[src/rtl/hs_pkg.sv]
package hs_pkg;
  typedef enum logic [1:0] {
    ST_IDLE = 2'd0,
    ST_HDR  = 2'd1,
    ST_MRG  = 2'd2,
    ST_TAIL = 2'd3
  } hs_state_e;
endpackage

[src/rtl/hs_delay_line.sv]
module hs_delay_line #(
  parameter int B     = 8,
  parameter int DEPTH = 8,
  localparam int CW   = $clog2(B + 1),
  localparam int AW   = $clog2(DEPTH),
  localparam int W    = 8 * B + 1 + CW
) (
  input  logic           clk_i,
  input  logic           rst_ni,
  input  logic           push_valid_i,
  input  logic [8*B-1:0] push_data_i,
  input  logic           push_last_i,
  input  logic [CW-1:0]  push_cnt_i,
  output logic           push_ready_o,
  input  logic           pop_i,
  output logic           head_valid_o,
  output logic [8*B-1:0] head_data_o,
  output logic           head_last_o,
  output logic [CW-1:0]  head_cnt_o
);
  logic [W-1:0]  mem_q [DEPTH];
  logic [AW-1:0] wr_ptr_q, rd_ptr_q;
  logic [AW:0]   level_q;
  logic          push, pop;

  assign push_ready_o = level_q != (AW+1)'(DEPTH);
  assign head_valid_o = level_q != '0;
  assign push = push_valid_i && push_ready_o;
  assign pop  = pop_i && head_valid_o;
  assign {head_data_o, head_last_o, head_cnt_o} = mem_q[rd_ptr_q];

  always_ff @(posedge clk_i) begin
    if (push) mem_q[wr_ptr_q] <= {push_data_i, push_last_i, push_cnt_i};
  end

  always_ff @(posedge clk_i or negedge rst_ni) begin
    if (!rst_ni) begin
      wr_ptr_q <= '0;
      rd_ptr_q <= '0;
      level_q  <= '0;
    end else begin
      if (push) wr_ptr_q <= wr_ptr_q + 1'b1;
      if (pop)  rd_ptr_q <= rd_ptr_q + 1'b1;
      level_q <= level_q + (AW+1)'(push) - (AW+1)'(pop);
    end
  end

  AST_HOLD_WHEN_FULL: assert property (@(posedge clk_i) disable iff (!rst_ni)
    (!push_ready_o && !pop_i) |=> $stable(level_q));
endmodule

[src/rtl/hs_hdr_word.sv]
module hs_hdr_word #(
  parameter int B         = 8,
  parameter int HDR_BYTES = 64,
  parameter int IW        = 4
) (
  input  logic [8*HDR_BYTES-1:0] hdr_i,
  input  logic [IW-1:0]          idx_i,
  output logic [8*B-1:0]         word_o
);
  always_comb begin
    word_o = '0;
    for (int j = 0; j < B; j++) begin
      if (int'(idx_i) * B + j < HDR_BYTES)
        word_o[8*(B-1-j) +: 8] = hdr_i[8*(HDR_BYTES-1-(int'(idx_i)*B+j)) +: 8];
    end
  end
endmodule

[src/rtl/hs_merge.sv]
module hs_merge #(
  parameter int B   = 8,
  localparam int CW = $clog2(B + 1)
) (
  input  logic [8*B-1:0] carry_i,
  input  logic [CW-1:0]  ccnt_i,
  input  logic [8*B-1:0] data_i,
  output logic [8*B-1:0] merged_o,
  output logic [8*B-1:0] carry_o
);
  // merged: carry bytes then leading data bytes; carry_o: trailing data bytes
  always_comb begin
    merged_o = '0;
    carry_o  = '0;
    for (int j = 0; j < B; j++) begin
      if (j < int'(ccnt_i)) begin
        merged_o[8*(B-1-j) +: 8] = carry_i[8*(B-1-j) +: 8];
        carry_o[8*(B-1-j) +: 8]  = data_i[8*(int'(ccnt_i)-1-j) +: 8];
      end else begin
        merged_o[8*(B-1-j) +: 8] = data_i[8*(B-1-j+int'(ccnt_i)) +: 8];
      end
    end
  end
endmodule

[src/rtl/hdr_streamer.sv]
module hdr_streamer
  import hs_pkg::*;
#(
  parameter int BUS_BYTES  = 8,
  parameter int HDR_BYTES  = 64,
  parameter int DEPTH      = 8,
  localparam int HDR_WORDS = (HDR_BYTES + BUS_BYTES - 1) / BUS_BYTES,
  localparam int CW        = $clog2(BUS_BYTES + 1),
  localparam int AW        = $clog2(BUS_BYTES),
  localparam int LW        = $clog2(HDR_BYTES + 1),
  localparam int DW        = $clog2(HDR_WORDS + 1)
) (
  input  logic                   clk_i,
  input  logic                   rst_ni,
  input  logic                   start_i,
  output logic                   start_ready_o,
  input  logic [8*HDR_BYTES-1:0] hdr_i,
  input  logic [LW-1:0]          hdr_len_i,
  input  logic [DW-1:0]          delay_i,
  input  logic [AW-1:0]          align_i,
  input  logic                   pay_valid_i,
  input  logic [8*BUS_BYTES-1:0] pay_data_i,
  input  logic                   pay_last_i,
  input  logic [CW-1:0]          pay_cnt_i,
  output logic                   pay_ready_o,
  output logic                   out_valid_o,
  output logic [8*BUS_BYTES-1:0] out_data_o,
  output logic                   out_last_o,
  output logic [CW-1:0]          out_cnt_o
);
  hs_state_e              st_q, st_d;
  logic [8*HDR_BYTES-1:0] hdr_q;
  logic [DW-1:0]          wcnt_q, wcnt_d, nfull_q, nfull_d;
  logic [CW-1:0]          ccnt_q, ccnt_d, tcnt_q, tcnt_d;
  logic [8*BUS_BYTES-1:0] carry_q, carry_d;
  logic                   first_q, first_d;

  logic                   head_valid, head_last, pop;
  logic [8*BUS_BYTES-1:0] head_data, hdr_word, carry_src, merged, carry_nx;
  logic [CW-1:0]          head_cnt;
  logic [CW:0]            tot;
  logic                   start_acc;

  hs_delay_line #(.B(BUS_BYTES), .DEPTH(DEPTH)) u_dline (
    .clk_i        (clk_i),
    .rst_ni       (rst_ni),
    .push_valid_i (pay_valid_i),
    .push_data_i  (pay_data_i),
    .push_last_i  (pay_last_i),
    .push_cnt_i   (pay_cnt_i),
    .push_ready_o (pay_ready_o),
    .pop_i        (pop),
    .head_valid_o (head_valid),
    .head_data_o  (head_data),
    .head_last_o  (head_last),
    .head_cnt_o   (head_cnt)
  );

  hs_hdr_word #(.B(BUS_BYTES), .HDR_BYTES(HDR_BYTES), .IW(DW)) u_hword (
    .hdr_i  (hdr_q),
    .idx_i  (wcnt_q),
    .word_o (hdr_word)
  );

  assign carry_src = first_q ? hdr_word : carry_q;

  hs_merge #(.B(BUS_BYTES)) u_merge (
    .carry_i  (carry_src),
    .ccnt_i   (ccnt_q),
    .data_i   (head_data),
    .merged_o (merged),
    .carry_o  (carry_nx)
  );

  assign start_ready_o = st_q == ST_IDLE;
  assign start_acc     = start_i && start_ready_o;
  assign tot           = (CW+1)'(ccnt_q) + (CW+1)'(head_cnt);

  always_comb begin
    st_d        = st_q;
    wcnt_d      = wcnt_q;
    nfull_d     = nfull_q;
    ccnt_d      = ccnt_q;
    tcnt_d      = tcnt_q;
    carry_d     = carry_q;
    first_d     = first_q;
    pop         = 1'b0;
    out_valid_o = 1'b0;
    out_data_o  = '0;
    out_last_o  = 1'b0;
    out_cnt_o   = CW'(BUS_BYTES);
    unique case (st_q)
      ST_IDLE: if (start_acc) begin
        nfull_d = delay_i - DW'(align_i != '0);
        ccnt_d  = (align_i == '0) ? '0 : CW'(BUS_BYTES) - CW'(align_i);
        wcnt_d  = '0;
        first_d = 1'b1;
        st_d    = (nfull_d == '0) ? ST_MRG : ST_HDR;
      end
      ST_HDR: begin
        out_valid_o = 1'b1;
        out_data_o  = hdr_word;
        wcnt_d      = wcnt_q + 1'b1;
        if (wcnt_d == nfull_q) st_d = ST_MRG;
      end
      ST_MRG: if (head_valid) begin
        pop         = 1'b1;
        out_valid_o = 1'b1;
        out_data_o  = merged;
        carry_d     = carry_nx;
        first_d     = 1'b0;
        if (head_last) begin
          if (tot <= (CW+1)'(BUS_BYTES)) begin
            out_last_o = 1'b1;
            out_cnt_o  = CW'(tot);
            st_d       = ST_IDLE;
          end else begin
            tcnt_d = CW'(tot - (CW+1)'(BUS_BYTES));
            st_d   = ST_TAIL;
          end
        end
      end
      ST_TAIL: begin
        out_valid_o = 1'b1;
        out_data_o  = carry_q;
        out_last_o  = 1'b1;
        out_cnt_o   = tcnt_q;
        st_d        = ST_IDLE;
      end
      default: st_d = ST_IDLE;
    endcase
  end

  always_ff @(posedge clk_i or negedge rst_ni) begin
    if (!rst_ni) begin
      st_q    <= ST_IDLE;
      hdr_q   <= '0;
      wcnt_q  <= '0;
      nfull_q <= '0;
      ccnt_q  <= '0;
      tcnt_q  <= '0;
      carry_q <= '0;
      first_q <= 1'b0;
    end else begin
      st_q    <= st_d;
      wcnt_q  <= wcnt_d;
      nfull_q <= nfull_d;
      ccnt_q  <= ccnt_d;
      tcnt_q  <= tcnt_d;
      carry_q <= carry_d;
      first_q <= first_d;
      if (start_acc) hdr_q <= hdr_i;
    end
  end

  AST_BUSY_AFTER_START: assert property (@(posedge clk_i) disable iff (!rst_ni)
    start_acc |=> !start_ready_o);
  AST_CFG_CONSISTENT: assert property (@(posedge clk_i) disable iff (!rst_ni)
    start_acc |-> (int'(delay_i) == (int'(hdr_len_i) + BUS_BYTES - 1) / BUS_BYTES) &&
                  (int'(align_i) == (BUS_BYTES - int'(hdr_len_i) % BUS_BYTES) % BUS_BYTES));
  AST_LAST_CNT_RANGE: assert property (@(posedge clk_i) disable iff (!rst_ni)
    (out_valid_o && out_last_o) |-> (out_cnt_o != '0 && out_cnt_o <= CW'(BUS_BYTES)));
  AST_MID_WORD_FULL: assert property (@(posedge clk_i) disable iff (!rst_ni)
    (out_valid_o && !out_last_o) |-> out_cnt_o == CW'(BUS_BYTES));
  AST_SPILL_TAIL: assert property (@(posedge clk_i) disable iff (!rst_ni)
    (pop && head_last && !out_last_o) |=> (out_valid_o && out_last_o));
endmodule

[config.mk]
export PLATFORM = sky130hd
export DESIGN_NAME = hdr_streamer
export DESIGN_NICKNAME = d
export VERILOG_FILES = /design/src/rtl/hs_pkg.sv /design/src/rtl/hs_delay_line.sv /design/src/rtl/hs_hdr_word.sv /design/src/rtl/hs_merge.sv /design/src/rtl/hdr_streamer.sv
export SDC_FILE = /design/constraint.sdc
export NUM_CORES = 2
export LEC_CHECK = 0
export BUFFER_PORTS_ARGS = -buffer_cell sky130_fd_sc_hd__buf_2
export CORE_MARGIN = 5
export CORE_UTILIZATION = 59
export CTS_CLUSTER_SIZE = 20
export DETAILED_ROUTE_END_ITERATION = 7
export PLACE_DENSITY = 0.81
export SKIP_CTS_REPAIR_TIMING = 1
export SLEW_MARGIN = 20
export SYNTH_ARGS = -nofsm -noshare
export SYNTH_HDL_FRONTEND = slang
export SYNTH_SLANG_ARGS = --single-unit
[constraint.sdc]
create_clock -name clk_i -period 7.05 [get_ports clk_i]
set_input_delay 0.705 -clock clk_i [delete_from_list [all_inputs] [get_ports clk_i]]
set_output_delay 0.705 -clock clk_i [all_outputs]
set_load 0.01 [all_outputs]
==> results.md <==
- The flow ran to the end, and the final reports show no timing, DRC or antenna violations.
- Entering global routing, the biggest net connects 228 pins.
- The via count is around 43k.
- The slew at the pin closest to its max-slew limit is 1.402 ns.
- The final max-slew violation count is 0.
- Hold timing on the final database bottoms out at a slack of 0.004008 ns.
- The proportion of netlist area held by the largest area contributor is 30.43%.
- The via count of the first global-routing pass was 41.95k.
- The static leakage power is 27.30 nW.
- The root buffer cell is clkbuf_16.
- The signal on the critical path passes through buf_4 > mux4_2 > a221oi_1 > nor2_1 > nor4_1 > a311oi_2 > buf_2.
- The kind of start point of the critical path is a flop.
- The worst slew margin relative to its limit is approximately 6.5%.
- The via density per instance is 6.535.
- The minimum clock period is 5.806 ns.
- The routed length per placed instance is 29.19 um.
- The layout filler cell count is roughly 6.3k.
- Max-cap violations in this run came to 0.
- The total of endpoints with negative setup slack in the final report is 0.
- Counting flops with an async set or reset pin after synthesis yields a share of 52.29%.
- The remaining antenna violation count is 0.
- The arrival time reported for the critical path endpoint is approximately 5.1 ns.
- STA classifies the critical path endpoint as an output port.
- In this run, distinct cell masters in the synthesized netlist total 79.
- Setup repair after global routing left no endpoint under its margin.
- The number of hold violations in the final report was 0.
- The number of clock buffers inserted by TritonCTS is 116.
- Based on the critical path, the design can be clocked at up to about 170 MHz.
- The final layout contains routed wiring with a total length of a little under 200 mm.
- The aggregate global-route resource usage is 38.22%.
- For this run, the slowest stage of the critical path takes 1.16 ns.
- The post-synthesis instance total is 4,737.
- Between clock sinks in the finished design, the worst skew comes to 0.03083 ns.
- The synthesized design contains 552 enable-type register cells.
- Global routing finished with a remaining overflow of 0.
- The later-pin clock latency in the skew report is 0.73 ns.
- The warning count from the yosys run is 0.
- In this run, synthesis produced a sequential element count of 1,157.
- After the first detailed-routing iteration, the DRC count stood at about 6.6k.
- Sorting the synthesized cells by area gives the leading types as edfxtp_1, dfrtp_1, nand2_1.
- TritonCTS built the clock tree.
- The CTS sink count is about 1.2k.
- Measured in cells, the most critical reg-to-reg path has a length of 8.
- Of all nets on the critical path, the largest fanout is 46.
- At the worst endpoint, the required time is 6.34 ns.
- The number of top-level pins is between 600 and 700.
- From synthesis to final layout, the design area changed by 15.28%.
- The initial antenna violation count is 59.
- The weighted congestion at the end of routability-driven global placement is about 1.1.
- Sequential cells were found to cover between 50 and 60% of the synthesized design area.
- The path type of the worst setup path is flop to output port.
- The full die area is a little under 100,000 um^2.
- For this run, design rule violations remaining after detail routing come to 0.
- The most used flip-flop cell after synthesis is dfrtp_1.
- The mean instance size in the synthesized netlist is between 10 and 15 um^2.
- The half-perimeter wire length after detailed placement is about 130 mm.
- The share of post-route cells with drive strength above 1 is ~24%.
- The total power density per cell area is 531.4 nW/um^2.
- The leading area contributor after synthesis is edfxtp_1.
- Input and output buffers added on the ports amount to around 660.
- For this configuration, the core starts out at a cell density of 59.42%.
- The number of nets in the layout is 5,922.
- The synthesized cell area is 54,470 um^2.
- IR analysis of the VDD net gives a maximum drop of 0.0004002 V.
- The number of standard-cell rows in the floorplan is 111.
- In the final timing run, aggregate negative setup slack is 0 ns.
- The number of nets in the synthesized netlist is 5,368.
- The vertical die dimension is 313.8 um.
- The longest clock path from root to sink contains 3 buffers.
- The die is 313.8 um wide.
- Dividing the final minimum period by the clock period gives 82.35%.
- The placeable core area is 91,660 um^2.
- Clock-pin slew was measured on the worst setup and hold paths at 0.06 ns.
- The H-tree depth is 3.
- The min-delay analysis places its worst path in the category input pin to asynchronous set/reset pin.
- The first detailed-routing pass took 7 iterations.
- The first global-routing pass estimated 277.8 mm of wire.
- The critical-path cell with the highest stage delay is a221oi_1.
## power by group
part	internal (W)	leakage (nW)	switching, W
Combinational	0.00561	12.8	0.0108
Clock	0.00361	1.90	0.00270
Sequential	0.00920	12.6	0.00143
## metrics by stage
| step | utilization, % | setup WS, ns | instances | power (W) | instance area (um^2) |
|---|---|---|---|---|---|
| global placement | 64.09 | 2.234 | 6358 | 0.02580 | 58750 |
| detailed placement | 64.10 | 2.211 | 6358 | 0.02620 | 58760 |
| finish | 68.50 | 1.244 | 6632 | 0.03337 | 62790 |
| global route | 68.43 | 1.098 | 6608 | 0.03444 | 62730 |
| CTS | 68.33 | 1.423 | 6575 | 0.03259 | 62630 |
| floorplan | - | 0.6204 | 4737 | 0.02016 | 54470 |
## final timing paths
kind                                startpoint        endpoint  slack, ns
max in group asynchronous               rst_ni       wcnt_q[0]       5.45
max                        u_dline.rd_ptr_q[1]  out_data_o[12]       1.24
min                                     rst_ni       hdr_q[34]      0.004
min in group clk_i                   hdr_i[82]       hdr_q[82]       0.17
min reg2reg                         hdr_q[119]      hdr_q[119]       0.47
max reg2reg                          ccnt_q[1]     carry_q[21]       2.47
## worst max-delay path: cells and delay by family, from the launching register on
family,cells,cell delay (ns)
flops,1,0.98
mux,1,0.64
simple gates,2,0.51
buf+inv,2,0.85
compound gates,2,1.37
## flip-flops by register name (all words and copies together), names as in the netlist
register / count
u_dline.mem_q: 552
hdr_q: 512
carry_q: 64
ccnt_q: 4
nfull_q: 4
tcnt_q: 4
u_dline.level_q: 4
wcnt_q: 4
u_dline.rd_ptr_q: 3
u_dline.wr_ptr_q: 3
st_q: 2
first_q: 1
## placed cells by master (no fill, tap or decap), types with 30 or more instances in the layout
| cell | n |
|---|---|
| a21oi_1 | 51 |
| a22o_1 | 31 |
| a22oi_1 | 68 |
| buf_2 | 662 |
| buf_4 | 71 |
| clkbuf_16 | 119 |
| dfrtp_1 | 598 |
| diode_2 | 56 |
| edfxtp_1 | 552 |
| ha_1 | 30 |
| inv_1 | 52 |
| mux2_2 | 58 |
| mux2i_1 | 122 |
| mux4_2 | 252 |
| nand2_1 | 1788 |
| nand3_1 | 35 |
| nor2_1 | 145 |
| o211ai_1 | 35 |
| o21ai_0 | 104 |
| o221ai_1 | 69 |
| o22ai_1 | 73 |
## synthesized netlist by cell type (5+ instances only)
| master | instances |
|---|---|
| a211o_1 | 16 |
| o22a_1 | 5 |
| a22oi_1 | 68 |
| o221ai_1 | 69 |
| and2_1 | 6 |
| a32o_1 | 8 |
| edfxtp_1 | 552 |
| a311oi_1 | 5 |
| a21oi_1 | 51 |
| mux2i_1 | 124 |
| nand3_1 | 36 |
| nor2b_1 | 20 |
| dfrtp_1 | 605 |
| mux2i_2 | 12 |
| buf_2 | 49 |
| a21o_1 | 18 |
| mux2_2 | 58 |
| o211ai_1 | 35 |
| buf_6 | 15 |
| xnor2_1 | 18 |
| a211oi_1 | 26 |
| a2111oi_0 | 8 |
| nor2_1 | 154 |
| ha_1 | 30 |
| inv_1 | 52 |
| a22o_1 | 31 |
| a221oi_1 | 24 |
| buf_4 | 19 |
| mux4_2 | 252 |
| o21ai_0 | 104 |
| a221o_1 | 26 |
| o21ai_1 | 15 |
| a31oi_1 | 7 |
| a221oi_2 | 7 |
| clkbuf_1 | 213 |
| buf_1 | 14 |
| nand4_1 | 12 |
| nor3_1 | 15 |
| xor2_1 | 6 |
| nand2b_1 | 11 |
| nand2_1 | 1789 |
| or3_1 | 5 |
| o22ai_1 | 73 |
## logic make-up after synthesis
family	share of synthesized area (%)
buffers and inverters	2.986
AND/OR/NAND/NOR	14.86
adder cells (fa/ha/maj)	0.7627
flip-flops	58.23
XOR/XNOR	0.3859
multiplexers	14.37
AO/OA/AOI/OAI	8.401
## per-layer routing
layer / vias up / part of all wire (%) / GRT usage, %
li1: 18122 / - / -
met1: 21152 / 34 / 47.55
met2: 3273 / 45 / 57.96
met3: 774 / 13 / 13.18
met4: 20 / 7.8 / 23.92
met5: - / 0.070 / 0
## final cells by class
cell class,instances,area [um^2],area share [%]
inverters,58,217.7,0.3467
repair buffers,746,4089,6.512
clock inverters,66,674.4,1.074
clock buffers,151,3198,5.093
diodes,56,140.1,0.2232
well taps,1186,1484,2.363
flip-flops and latches,1157,31740,50.55
multi-input cells,3212,21250,33.84
Power figures use the tool's default switching activity.
